**config.mk**
```make
export PLATFORM = sky130hd
export DESIGN_NAME = rtc_sec_counter
export DESIGN_NICKNAME = d
export VERILOG_FILES = /design/src/rtl/rtc_pkg.sv /design/src/rtl/rtc_cnt_ctrl.sv /design/src/rtl/rtc_cnt_core.sv /design/src/rtl/rtc_alarm.sv /design/src/rtl/rtc_sec_counter.sv
export SDC_FILE = /design/constraint.sdc
export NUM_CORES = 1
export LEC_CHECK = 0
export BUFFER_PORTS_ARGS = -buffer_cell sky130_fd_sc_hd__buf_2
export CAP_MARGIN = 10
export CORE_UTILIZATION = 44
export CTS_CLUSTER_SIZE = 28
export DETAILED_ROUTE_END_ITERATION = 8
export HOLD_SLACK_MARGIN = 0.03
export PLACE_DENSITY_LB_ADDON = 0.3
export SETUP_SLACK_MARGIN = 0.1
export SYNTH_ARGS = -nofsm -noshare
export SYNTH_HDL_FRONTEND = slang
export SYNTH_SLANG_ARGS = --single-unit
export TNS_END_PERCENT = 50
```
**constraint.sdc**
```tcl
create_clock -name clk_i -period 5.5 [get_ports clk_i]
set_input_delay 1.1 -clock clk_i [delete_from_list [all_inputs] [get_ports clk_i]]
set_output_delay 1.1 -clock clk_i [all_outputs]
set_load 0.05 [all_outputs]
```
**src/rtl/rtc_pkg.sv**
```systemverilog
package rtc_pkg;
  typedef enum logic [1:0] {
    CNT_HOLD = 2'd0,
    CNT_LOAD = 2'd1,
    CNT_STEP = 2'd2,
    CNT_SAT  = 2'd3
  } cnt_op_e;
endpackage

```
**src/rtl/rtc_cnt_ctrl.sv**
```systemverilog
module rtc_cnt_ctrl
  import rtc_pkg::*;
(
  input  logic    tick_i,
  input  logic    cnt_en_i,
  input  logic    halt_i,
  input  logic    lock_soft_i,
  input  logic    lock_hard_i,
  input  logic    sec_we_i,
  input  logic    frac_we_i,
  input  logic    ovf_flag_i,
  input  logic    at_max_i,
  output logic    ld_sec_o,
  output logic    ld_frac_o,
  output cnt_op_e op_o
);
  logic locked;
  logic run;

  assign locked    = lock_soft_i | lock_hard_i;
  assign ld_sec_o  = sec_we_i & ~locked;
  assign ld_frac_o = frac_we_i & ~locked;
  assign run       = tick_i & cnt_en_i & ~halt_i & ~ovf_flag_i;

  always_comb begin
    if (ld_sec_o || ld_frac_o) op_o = CNT_LOAD;   // load beats the tick
    else if (run)              op_o = at_max_i ? CNT_SAT : CNT_STEP;
    else                       op_o = CNT_HOLD;
  end
endmodule

```
**src/rtl/rtc_cnt_core.sv**
```systemverilog
module rtc_cnt_core
  import rtc_pkg::*;
#(
  parameter int unsigned SEC_W  = 32,
  parameter int unsigned FRAC_W = 15
) (
  input  logic              clk_i,
  input  logic              rst_ni,
  input  cnt_op_e           op_i,
  input  logic              ld_sec_i,
  input  logic              ld_frac_i,
  input  logic [SEC_W-1:0]  wdata_i,
  input  logic              ovf_clr_i,
  output logic [SEC_W-1:0]  sec_o,
  output logic [FRAC_W-1:0] frac_o,
  output logic              ovf_flag_o,
  output logic              at_max_o
);
  localparam int unsigned CNT_W = SEC_W + FRAC_W;

  logic [CNT_W-1:0] cnt_q;
  logic [CNT_W-1:0] cnt_inc;
  logic             ovf_q;

  assign cnt_inc  = cnt_q + CNT_W'(1);
  assign at_max_o = &cnt_q;

  always_ff @(posedge clk_i or negedge rst_ni) begin
    if (!rst_ni) begin
      cnt_q <= '0;
    end else begin
      unique case (op_i)
        CNT_LOAD: begin
          if (ld_sec_i)  cnt_q[CNT_W-1:FRAC_W] <= wdata_i;
          if (ld_frac_i) cnt_q[FRAC_W-1:0]     <= wdata_i[FRAC_W-1:0];
        end
        CNT_STEP: cnt_q <= cnt_inc;
        default:  cnt_q <= cnt_q;  // hold, or saturate at all-ones
      endcase
    end
  end

  always_ff @(posedge clk_i or negedge rst_ni) begin
    if (!rst_ni)              ovf_q <= 1'b0;
    else if (op_i == CNT_SAT) ovf_q <= 1'b1;
    else if (ovf_clr_i)       ovf_q <= 1'b0;
  end

  assign sec_o      = cnt_q[CNT_W-1:FRAC_W];
  assign frac_o     = cnt_q[FRAC_W-1:0];
  assign ovf_flag_o = ovf_q;
endmodule

```
**src/rtl/rtc_alarm.sv**
```systemverilog
module rtc_alarm #(
  parameter int unsigned SEC_W = 32
) (
  input  logic             clk_i,
  input  logic             rst_ni,
  input  logic             alm_we_i,
  input  logic [SEC_W-1:0] wdata_i,
  input  logic [SEC_W-1:0] sec_i,
  input  logic             alm_clr_i,
  input  logic             alm_ie_i,
  output logic [SEC_W-1:0] alm_o,
  output logic             alm_flag_o,
  output logic             alm_irq_o
);
  logic [SEC_W-1:0] alm_q;
  logic             hit;
  logic             hit_q;
  logic             flag_q;

  assign hit = (sec_i == alm_q);

  always_ff @(posedge clk_i or negedge rst_ni) begin
    if (!rst_ni) begin
      alm_q <= '1;
      hit_q <= 1'b0;
    end else begin
      if (alm_we_i) alm_q <= wdata_i;
      hit_q <= hit;
    end
  end

  // set only on arrival at the match, so a clear is not undone
  always_ff @(posedge clk_i or negedge rst_ni) begin
    if (!rst_ni)             flag_q <= 1'b0;
    else if (hit && !hit_q)  flag_q <= 1'b1;
    else if (alm_clr_i)      flag_q <= 1'b0;
  end

  assign alm_o      = alm_q;
  assign alm_flag_o = flag_q;
  assign alm_irq_o  = flag_q & alm_ie_i;
endmodule

```
**src/rtl/rtc_sec_counter.sv**
```systemverilog
module rtc_sec_counter
  import rtc_pkg::*;
#(
  parameter int unsigned SEC_W  = 32,
  parameter int unsigned FRAC_W = 15
) (
  input  logic              clk_i,
  input  logic              rst_ni,
  input  logic              tick_i,
  input  logic              cnt_en_i,
  input  logic              halt_i,
  input  logic              lock_soft_i,
  input  logic              lock_hard_i,
  input  logic              sec_we_i,
  input  logic              frac_we_i,
  input  logic              alm_we_i,
  input  logic [SEC_W-1:0]  wdata_i,
  input  logic              alm_clr_i,
  input  logic              ovf_clr_i,
  input  logic              alm_ie_i,
  output logic [SEC_W-1:0]  sec_o,
  output logic [FRAC_W-1:0] frac_o,
  output logic [SEC_W-1:0]  alm_o,
  output logic              alm_flag_o,
  output logic              ovf_flag_o,
  output logic              alm_irq_o
);
  cnt_op_e cnt_op;
  logic    ld_sec;
  logic    ld_frac;
  logic    at_max;

  rtc_cnt_ctrl i_ctrl (
    .tick_i      (tick_i),
    .cnt_en_i    (cnt_en_i),
    .halt_i      (halt_i),
    .lock_soft_i (lock_soft_i),
    .lock_hard_i (lock_hard_i),
    .sec_we_i    (sec_we_i),
    .frac_we_i   (frac_we_i),
    .ovf_flag_i  (ovf_flag_o),
    .at_max_i    (at_max),
    .ld_sec_o    (ld_sec),
    .ld_frac_o   (ld_frac),
    .op_o        (cnt_op)
  );

  rtc_cnt_core #(.SEC_W(SEC_W), .FRAC_W(FRAC_W)) i_core (
    .clk_i      (clk_i),
    .rst_ni     (rst_ni),
    .op_i       (cnt_op),
    .ld_sec_i   (ld_sec),
    .ld_frac_i  (ld_frac),
    .wdata_i    (wdata_i),
    .ovf_clr_i  (ovf_clr_i),
    .sec_o      (sec_o),
    .frac_o     (frac_o),
    .ovf_flag_o (ovf_flag_o),
    .at_max_o   (at_max)
  );

  rtc_alarm #(.SEC_W(SEC_W)) i_alarm (
    .clk_i      (clk_i),
    .rst_ni     (rst_ni),
    .alm_we_i   (alm_we_i),
    .wdata_i    (wdata_i),
    .sec_i      (sec_o),
    .alm_clr_i  (alm_clr_i),
    .alm_ie_i   (alm_ie_i),
    .alm_o      (alm_o),
    .alm_flag_o (alm_flag_o),
    .alm_irq_o  (alm_irq_o)
  );
endmodule

```
Word level (Yosys, flattened, before mapping)

Index checks and enable logic that the tools add are counted.

Register bits: 82
Input bits: 45
Output and inout port bits: 82

Add/sub/neg operators: 1
Equal/unequal tests: 6
Mux-type cells: 10
Bitwise operators: 10
Reductions and logical operators: 9

Operator list:

| cell                                                                  | count |
|---|---|
| 47-bit case mux with 2 select lines                                   | 1 |
| 47-bit by 1-bit adder with 47-bit output, second input constant       | 1 |
| 47-bit AND reduction                                                  | 1 |
| 32-bit equality test                                                  | 1 |
| 32-bit two-way mux                                                    | 1 |
| 15-bit two-way mux                                                    | 1 |
| 1-bit bitwise AND                                                     | 6 |
| 2-bit nonzero test                                                    | 3 |
| 1-bit two-way mux                                                     | 5 |
| 2-bit equality test, second input constant                            | 2 |
| 2-bit two-way mux                                                     | 2 |
| 2-bit inequality test, second input constant                          | 2 |
| 2-bit AND reduction                                                   | 2 |
| 1-bit inverter                                                        | 3 |
| 2-bit by 1-bit equality test with 1-bit output, second input constant | 1 |
| 1-bit logical AND                                                     | 1 |
| 1-bit zero test                                                       | 1 |
| 1-bit logical OR                                                      | 1 |
| 1-bit bitwise OR                                                      | 1 |

Depth between registers and ports, before layout

Gate-level depths: netlist of run 1.

Depth after elaboration: 8
Mapped depth: 9
Mapped depth without buffers: 7

Hierarchy

Synthesis of run 1 repeated with hierarchy kept, for this count alone.

Cells, all modules: 473
Area, all modules: 4626.9 um^2

Modules (own cells, without submodules):

| module       | times used | cells each | area each (um^2) | sequential area each (um^2) |
|---|---|---|---|---|
| rtc_cnt_core | 1          | 349        | 2922.8           | 1201.2 |
| rtc_alarm    | 1          | 116        | 1642.8           | 890.9 |
| rtc_cnt_ctrl | 1          | 8          | 61.3             | 0.0 |

Worst setup path before layout of run 1

OpenSTA, ideal clock, no wires.

Path kind: input to register
Start: input halt_i
End: register i_core.cnt_q[25]
Library setup time: 0.125 ns
Data arrival time: 2.663 ns
Required time: 5.375 ns
Slack: 2.712 ns
Cell stages on the path: 6
Path buffers: 0
Cells stage by stage: or4bb_1 > nor2_2 > nand3_1 > a211o_1 > xnor2_1 > mux2_2

Longest elaborated chain between the ends: 8
Elaborated cells between the ends (all ways): 11
Those cells by class: 3 x eq/ne; 3 x mux; 3 x bitwise; 2 x reduce/logical

Ends and longest elaborated chain:

| what                                                                                         | RTL line              | RTL |
|---|---|---|
| start: declaration                                                                           | rtc_sec_counter.sv:11 | `input logic halt_i,` |
| 1-bit inverter *                                                                             | rtc_cnt_ctrl.sv:23    | `assign run = tick_i & cnt_en_i & ~halt_i & ~ovf_flag_i;` |
| 1-bit bitwise AND * (2 in series)                                                            | rtc_cnt_ctrl.sv:23    |  |
| 2-bit two-way mux *                                                                          | rtc_cnt_ctrl.sv:27    | `else if (run) op_o = at_max_i ? CNT_SAT : CNT_STEP;` |
| 2-bit two-way mux *                                                                          | rtc_cnt_ctrl.sv:26    | `if (ld_sec_o \|\| ld_frac_o) op_o = CNT_LOAD;` |
| 2-bit by 1-bit equality test with 1-bit output / 2-bit equality test (equally long branches) | rtc_cnt_core.sv:32    | `unique case (op_i)` |
| 2-bit inequality test (no line) / 2-bit nonzero test (equally long branches)                 | n/a                   |  |
| 2-bit AND reduction (no line)                                                                | n/a                   |  |
| end signal: indexed assignment                                                               | rtc_cnt_core.sv:34    | `if (ld_sec_i) cnt_q[CNT_W-1:FRAC_W] <= wdata_i;` |
| end signal: indexed assignment                                                               | rtc_cnt_core.sv:35    | `if (ld_frac_i) cnt_q[FRAC_W-1:0] <= wdata_i[FRAC_W-1:0];` |
| end signal: assignment                                                                       | rtc_cnt_core.sv:37    | `CNT_STEP: cnt_q <= cnt_inc;` |
| end: declaration                                                                             | rtc_cnt_core.sv:21    | `logic [CNT_W-1:0] cnt_q;` |

Mark *: on every way between the ends. The rest lies on a longest branch, timed or not.
A chain may end at the register's enable or synchronous reset.

Final worst setup path of run 1

Start: input sec_we_i
End: register i_core.cnt_q[10]

Longest elaborated chain between the ends: 6
Elaborated cells between the ends (all ways): 9
Those cells by class: 3 x eq/ne; 2 x mux; 1 x bitwise; 3 x reduce/logical

Ends and longest elaborated chain:

| what                                                                                         | RTL line              | RTL |
|---|---|---|
| start: declaration                                                                           | rtc_sec_counter.sv:14 | `input logic sec_we_i,` |
| 1-bit bitwise AND *                                                                          | rtc_cnt_ctrl.sv:21    | `assign ld_sec_o = sec_we_i & ~locked;` |
| 1-bit logical OR *                                                                           | rtc_cnt_ctrl.sv:26    |  |
| 2-bit two-way mux *                                                                          | rtc_cnt_ctrl.sv:26    |  |
| 2-bit by 1-bit equality test with 1-bit output / 2-bit equality test (equally long branches) | rtc_cnt_core.sv:32    |  |
| 2-bit inequality test (no line) / 2-bit nonzero test (equally long branches)                 | n/a                   |  |
| 2-bit AND reduction (no line)                                                                | n/a                   |  |

Marks and branches as above.

==> metrics.md, run 1 <==
| Metric | Value |
|---|---|
| Status | complete, no violations |
| Total vias in the final route | between 4000 and 5000 |
| Die footprint | 10920 um^2 |
| Flip-flop cell with the highest count after synthesis | sky130_fd_sc_hd__dfrtp_1 |
| Largest driver fanout on the critical path | 34 |
| Switching component of the power | 822.7 uW |
| Post CTS Setup Buffer Count | 0 |
| Minimum clock period | around 2800 ps |
| Proportion of total power due to net switching | 43.36% |
| Die extent in x | approximately 100 um |
| Vias in the first global route | a little under 4000 |
| Average wire length per cell after detail routing | 18.63 um |
| Pre-CTS setup slack | between 2000 and 2500 ps |
| Post-synth design cell area | about 4600 um^2 |
| H-tree depth | 3 |
| Final hold violation count | 0 |
| Mapped Avg Cell Area | 10.39 um^2 |
| Number of enable flip-flop cells after synthesis | 0 |
| Routed length on met2 | 5906 um |
| Count of buffering cells on the critical path with inverters included | 1 |
| Crit path cell chain | buf_2 -> or3b_2 -> nand3_1 -> or3_1 -> a21oi_1 -> a21oi_1 -> a211o_1 |
| Average via count per standard cell | 5.866 |
| Worst path slowest cell | sky130_fd_sc_hd__or3b_2 |
| Kind of cell with the highest combined delay on the critical path | simple AND/OR/NAND/NOR gates |
| Inserted Clock Buffers | 9 |
| TritonCTS clock tree | yes |
| Clk_skew | 12.78 ps |
| Number of endpoints failing setup at the final stage | 0 |
| Top Metal Used | met4 |
| IO buf count | roughly 130 |
| Final antenna-violating net count | 0 |
| # nets final | 609 |
| Max-cap violations | 0 |
| Comb power frac | 34.8% |
| Clock Pin Slew Worst Setup and Hold Paths | 90 ps |
| Area Overhead vs Synth | 19.49% |
| Setup TNS after final layout | 0 ps |
| Detailed-route DRC error count | 0 |
| Pin count of the biggest net entering global routing | 83 |
| Crit path setup slack, layout | 2677 ps |
| TritonRoute pass-1 iters | 7 |
| Root Buffer Master | sky130_fd_sc_hd__clkbuf_8 |
| Hold WC Path Type | reg2reg |
| Power per cell area | ~340 nW/um^2 |
| Critical path class | in2reg |
| Number of antenna violations at the first check in global routing | 0 |
| Delay of the slowest cell on the worst path | 650 ps |
| Worst hold slack | 441.3 ps |
| Antenna diode instance count | 0 |
| Global-route wire length before repair | 20730 um |
| Synth async-reset ratio | 100.0% |
| Number of synthesized register bits | slightly above 80 |
| Yosys warnings | 0 |
| Slew of the pin with the lowest slew margin | 1061 ps |
| Hpwl dp | 9586 um |
| Area share of the leading cell type in the synthesized netlist | around 27% |
| Number of core rows | 37 |
| Most frequently used cell type in the post-synthesis netlist | sky130_fd_sc_hd__dfrtp_1 |
| Setup repair after global routing missed its margin | no |
| Number of top-level pins | 127 |
| Category of the worst setup path capture point | flop |
| Data arrival at the endpoint of the critical path | 3080 ps |
| Dominant cells by area after synthesis | sky130_fd_sc_hd__dfrtp_1 27%, sky130_fd_sc_hd__dfstp_2 18%, sky130_fd_sc_hd__xor2_1 8.9% |
| Top cell type by total area after synthesis | sky130_fd_sc_hd__dfrtp_1 |
| Peak supply drop | ~170 uV |
| Number of DRC markers after the initial detailed-route iteration | a little over 300 |
| Portion of total power attributed to the clock network | a little over a fifth |
| Total core area | 10230 um^2 |
| Synthesized instance count | 445 |
| Pins Over Slew Limit | 0 |
| Effective utilization at floorplan | 45.18% |
| Share of the yosys chip area belonging to registers | between 40% and 50% |
| Sequential power share | 43.8% |
| Leakage component of the power | between 2 and 2.5 nW |
| Filler Cell Count | approximately 940 |
| Ratio of final minimum period to clock period | between 50 and 60% |
| Overflow left after global routing | 0 |
| Count of different cell masters after synthesis | 59 |
| CTS Sinks | 82 |
| Post-cts hold buffer count | 0 |
| Fraction of final layout cells with drive strength greater than 1 | 39.44% |
| Combined global-route utilization of all metal layers | 24.67% |
| Startpoint kind of the worst setup timing path | input pin |
| Final design utilization | 53.98% |
| Max Clock Freq | roughly 0.35 GHz |
| Final routed wirelength across all metal layers | 13110 um |
| Met3 WL post-DR | 868 um |
| Number of buffers on the longest clock path | 2 |
| CTS resizes | 0 |
| Most used cell, CP | sky130_fd_sc_hd__a21oi_1 |
| Leading post-synthesis cells by instance count | 50 x sky130_fd_sc_hd__dfrtp_1, 47 x sky130_fd_sc_hd__xor2_1, 40 x sky130_fd_sc_hd__nand2_1 |
| Insertion delay to the later sink of the worst-skew pair | around 370 ps |
| Critical path required time | roughly 5800 ps |
| Wl on met1 | about 6000 um |
| Cell internal pwr | 1.075 mW |
| Net Count, Synth | 491 |
| Die height | 104.5 um |
| Gp weighted congestion | 0.8623 |
| Worst slew margin relative to its limit | 29.25% |
==> state kept, by name, indices dropped and copies added, names as in the netlist <==
name	flops
i_alarm.alm_flag_o	1
i_core.cnt_q	47
i_alarm.alm_o	32
i_core.ovf_flag_o	1
i_alarm.hit_q	1
==> final timing paths <==
check / end / slack (ps) / depth (start not counted) / from
setup / recovery: i_core.cnt_q[10] / 2680 / 7 / sec_we_i
setup reg to reg: i_core.cnt_q[4] / 2710 / 7 / i_core.cnt_q[0]
hold reg to reg: i_alarm.alm_flag_o / 440 / 1 / i_alarm.hit_q
min in group asynchronous: i_core.cnt_q[35] / 920 / 1 / rst_ni
max in group asynchronous: i_core.cnt_q[20] / 3900 / 1 / rst_ni
hold / removal: i_alarm.alm_flag_o / 440 / 1 / i_alarm.hit_q
==> cells by family (layout without fill, tap and decap cells) <==
kind of cell             after synthesis  in the layout  share of synthesized area [%]
AND/OR/NAND/NOR                      165            165                          20.17
AO/OA/AOI/OAI                         82             82                          13.08
flip-flops                            82             82                          45.26
XOR/XNOR                              53             53                          10.04
multiplexers                          35             35                          8.473
buffers and inverters                 27            150                          2.707
adder cells (fa/ha/maj)                1              1                         0.2707
==> layer usage <==
layer	track usage, %	vias to the layer above
met2	36.52	186
met5	0	-
li1	-	1891
met3	4.010	33
met1	35.14	2020
met4	11.63	0
==> power by group through the flow <==
stage | Sequential [mW] | Clock [mW] | Combinational [mW]
global placement | 0.834 | 0 | 0.655
global route | 0.845 | 0.436 | 0.696
CTS | 0.829 | 0.414 | 0.663
detailed placement | 0.839 | 0 | 0.661
floorplan | 1.11 | 0 | 0.182
finish | 0.831 | 0.407 | 0.660
==> final cells by class <==
class | count | area [um^2] | share of cell area, %
inverters | 5 | 18.77 | 0.3398
clock inverters | 2 | 12.51 | 0.2266
repair buffers | 129 | 655.6 | 11.87
multi-input cells | 336 | 2411 | 43.66
well taps | 136 | 170.2 | 3.081
flip-flops and latches | 82 | 2092 | 37.88
clock buffers | 14 | 162.7 | 2.945
==> per-stage QoR <==
stage	power [mW]	area (um^2)	std cells
2_1_floorplan	1.297	4622	445
3_3_place_gp	1.489	5348	688
3_5_place_dp	1.500	5348	688
4_1_cts	1.906	5523	704
5_1_grt	1.977	5523	704
6_report	1.898	5523	704
==> cell usage in the layout, fill, tap and decap left out, types with 10 or more instances in the layout <==
master	count
sky130_fd_sc_hd__a21oi_1	15
sky130_fd_sc_hd__clkbuf_8	11
sky130_fd_sc_hd__nor4_1	10
sky130_fd_sc_hd__xor2_1	47
sky130_fd_sc_hd__nand2_1	40
sky130_fd_sc_hd__dfstp_2	32
sky130_fd_sc_hd__nor2_1	22
sky130_fd_sc_hd__o21ai_0	15
sky130_fd_sc_hd__buf_2	125
sky130_fd_sc_hd__nand3_1	27
sky130_fd_sc_hd__nand4_1	17
sky130_fd_sc_hd__and3_1	10
sky130_fd_sc_hd__o211ai_1	14
sky130_fd_sc_hd__dfrtp_1	50
sky130_fd_sc_hd__mux2_2	33
Note: power is estimated with default switching activity, not from simulation.
==> run 2: changes to the inputs <==
==> constraint.sdc (replaced) <==
create_clock -name clk_i -period 2.6 [get_ports clk_i]
set_input_delay 0.52 -clock clk_i [delete_from_list [all_inputs] [get_ports clk_i]]
set_output_delay 0.52 -clock clk_i [all_outputs]
set_load 0.05 [all_outputs]
==> run 2 against run 1 <==
Effect of this change: the run now ends with DRC left; design area is 3.1% higher; non-clock buffer count is 17 higher; flip-flop and latch count stayed put; hold slack worse by 330 ps; clock power is 120% higher; clock skew is 2.3 ps higher; critical path type is now reg2reg; largest cell class unchanged; largest power group unchanged.
==> metrics.md, run 2 (same netlist as run 1, synthesis figures left out) <==
| Metric | Value |
|---|---|
| Status | finished, violations left |
| Violations in the final reports | DRC |
| Clk_skew | 15.08 ps |
| Pins Over Slew Limit | 0 |
| Hpwl dp | 10150 um |
| CTS Sinks | 82 |
| Critical path required time | between 2000 and 3000 ps |
| Area Overhead vs Synth | 23.23% |
| Fraction of final layout cells with drive strength greater than 1 | 42.22% |
| Crit path setup slack, layout | 232.4 ps |
| Crit path cell chain | and4_1 -> nand4_4 -> nor4_4 -> nand4_1 -> o211a_1 -> nor3b_2 |
| Leakage component of the power | 2.442 nW |
| Number of flip-flops in the largest register | 47 |
| Number of antenna violations at the first check in global routing | 0 |
| Final hold violation count | 0 |
| Top reg by flops | i_core.cnt_q |
| Largest driver fanout on the critical path | 8 |
| Startpoint kind of the worst setup timing path | flop |
| Sequential power share | between 40% and 50% |
| Vias in the first global route | 3912 |
| Power per cell area | 714.0 nW/um^2 |
| Filler Cell Count | 942 |
| Hold WC Path Type | in2async |
| Overflow left after global routing | 0 |
| Count of buffering cells on the critical path with inverters included | 0 |
| Die extent in x | 104.5 um |
| TritonRoute pass-1 iters | 7 |
| Detailed-route DRC error count | 1 |
| Number of DRC markers after the initial detailed-route iteration | between 200 and 300 |
| Effective utilization at floorplan | 45.18% |
| Proportion of total power due to net switching | 43.50% |
| Total core area | just over 10000 um^2 |
| Max Clock Freq | 0.4224 GHz |
| H-tree depth | 3 |
| Worst path slowest cell | sky130_fd_sc_hd__nor4_4 |
| Insertion delay to the later sink of the worst-skew pair | 360 ps |
| # nets final | 626 |
| Slew of the pin with the lowest slew margin | 746.0 ps |
| Number of core rows | 37 |
| Setup repair after global routing missed its margin | yes |
| Ratio of final minimum period to clock period | roughly nine tenths |
| Worst slew margin relative to its limit | about 50% |
| Die height | 104.5 um |
| Final Power | 4.067 mW |
| Minimum clock period | 2368 ps |
| Max-cap violations | 0 |
| Cell internal pwr | 2.298 mW |
| Data arrival at the endpoint of the critical path | 2650 ps |
| Post-cts hold buffer count | 0 |
| Number of buffers on the longest clock path | 2 |
| CTS resizes | 0 |
| Post CTS Setup Buffer Count | 0 |
| Delay of the slowest cell on the worst path | between 500 and 600 ps |
| IO buf count | 126 |
| Clock Pin Slew Worst Setup and Hold Paths | 90 ps |
| Average via count per standard cell | 5.753 |
| TritonCTS clock tree | yes |
| Root Buffer Master | sky130_fd_sc_hd__clkbuf_8 |
| Commonest cells after routing, fill and taps aside | 125 x sky130_fd_sc_hd__buf_2, 48 x sky130_fd_sc_hd__dfrtp_1, 47 x sky130_fd_sc_hd__xor2_1 |
| Number of top-level pins | 127 |
| Die footprint | 10920 um^2 |
| Most common library cell in the layout ignoring fill and taps | sky130_fd_sc_hd__buf_2 |
| Pre-CTS setup slack | between 150 and 200 ps |
| Kind of cell with the highest combined delay on the critical path | simple AND/OR/NAND/NOR gates |
| Peak supply drop | 324.5 uV |
| Final routed wirelength across all metal layers | 13590 um |
| Average wire length per cell after detail routing | roughly 19 um |
| Gp weighted congestion | 0.8498 |
| Switching component of the power | 1.769 mW |
| Portion of total power attributed to the clock network | 21.8% |
| Category of the worst setup path capture point | flop |
| Pin count of the biggest net entering global routing | 41 |
| Critical path class | reg2reg |
| Setup TNS after final layout | 0 ps |
| Total vias in the final route | 4148 |
| Combined global-route utilization of all metal layers | 25.88% |
| Number of endpoints failing setup at the final stage | 0 |
| Comb power frac | 35.4% |
| Antenna diode instance count | 0 |
| Global-route wire length before repair | 21690 um |
| Final antenna-violating net count | 0 |
| Inserted Clock Buffers | 9 |
[run 2: cell types whose count changed in the layout (fill, tap and decap cells not counted), sizes merged]
cell and change:
buf +17, clkbuf -2, clkinvlp +2
[run 2: path summary, 6_finish.rpt]
kind                       cells after the start        startpoint                  to  slack [ps]
min in group clk_i                             2         alm_clr_i  i_alarm.alm_flag_o         350
min                                            1            rst_ni  i_alarm.alm_flag_o         110
max in group asynchronous                      2            rst_ni    i_alarm.alm_o[3]        1840
max                                            6  i_core.cnt_q[15]    i_core.cnt_q[43]         230
min reg2reg                                    1     i_alarm.hit_q  i_alarm.alm_flag_o         450
max reg2reg                                    6  i_core.cnt_q[15]    i_core.cnt_q[43]         230
[run 2: cell type report]
| type | count | area, um^2 | share of cell area, % |
|---|---|---|---|
| clock inverter | 4 | 27.53 | 0.4833 |
| multi-input combinational | 336 | 2421 | 42.51 |
| clock buffer | 12 | 155.1 | 2.724 |
| timing repair buffer | 146 | 808.3 | 14.19 |
| tap | 136 | 170.2 | 2.988 |
| inverter | 5 | 18.77 | 0.3295 |
| sequential | 82 | 2095 | 36.78 |
[run 2: metrics by stage]
stage	instance area [um^2]	cells	hold slack, ps	util, %
2_1_floorplan	4624	445	224.4	-
3_3_place_gp	5503	705	427.0	53.79
3_5_place_dp	5503	705	450.0	53.79
4_1_cts	5685	721	126.9	55.57
5_1_grt	5695	721	137.4	55.67
6_report	5695	721	111.0	55.67
[run 2: power groups by stage]
| stage | sequential, mW | combinational [mW] | clock, mW |
|---|---|---|---|
| global route | 1.78 | 1.52 | 0.950 |
| detailed placement | 1.76 | 1.44 | 0 |
| global placement | 1.75 | 1.43 | 0 |
| floorplan | 2.36 | 0.386 | 0 |
| CTS | 1.74 | 1.45 | 0.894 |
| finish | 1.74 | 1.44 | 0.885 |
[run 2: per-layer routing]
layer / GRT usage, % / vias to the layer above / routed length (um)
met4: 6.939 / 0 / 221
met1: 37.78 / 2041 / 6087
met5: 0 / - / 0
li1: - / 1916 / -
met2: 38.93 / 176 / 6297
met3: 5.201 / 15 / 985
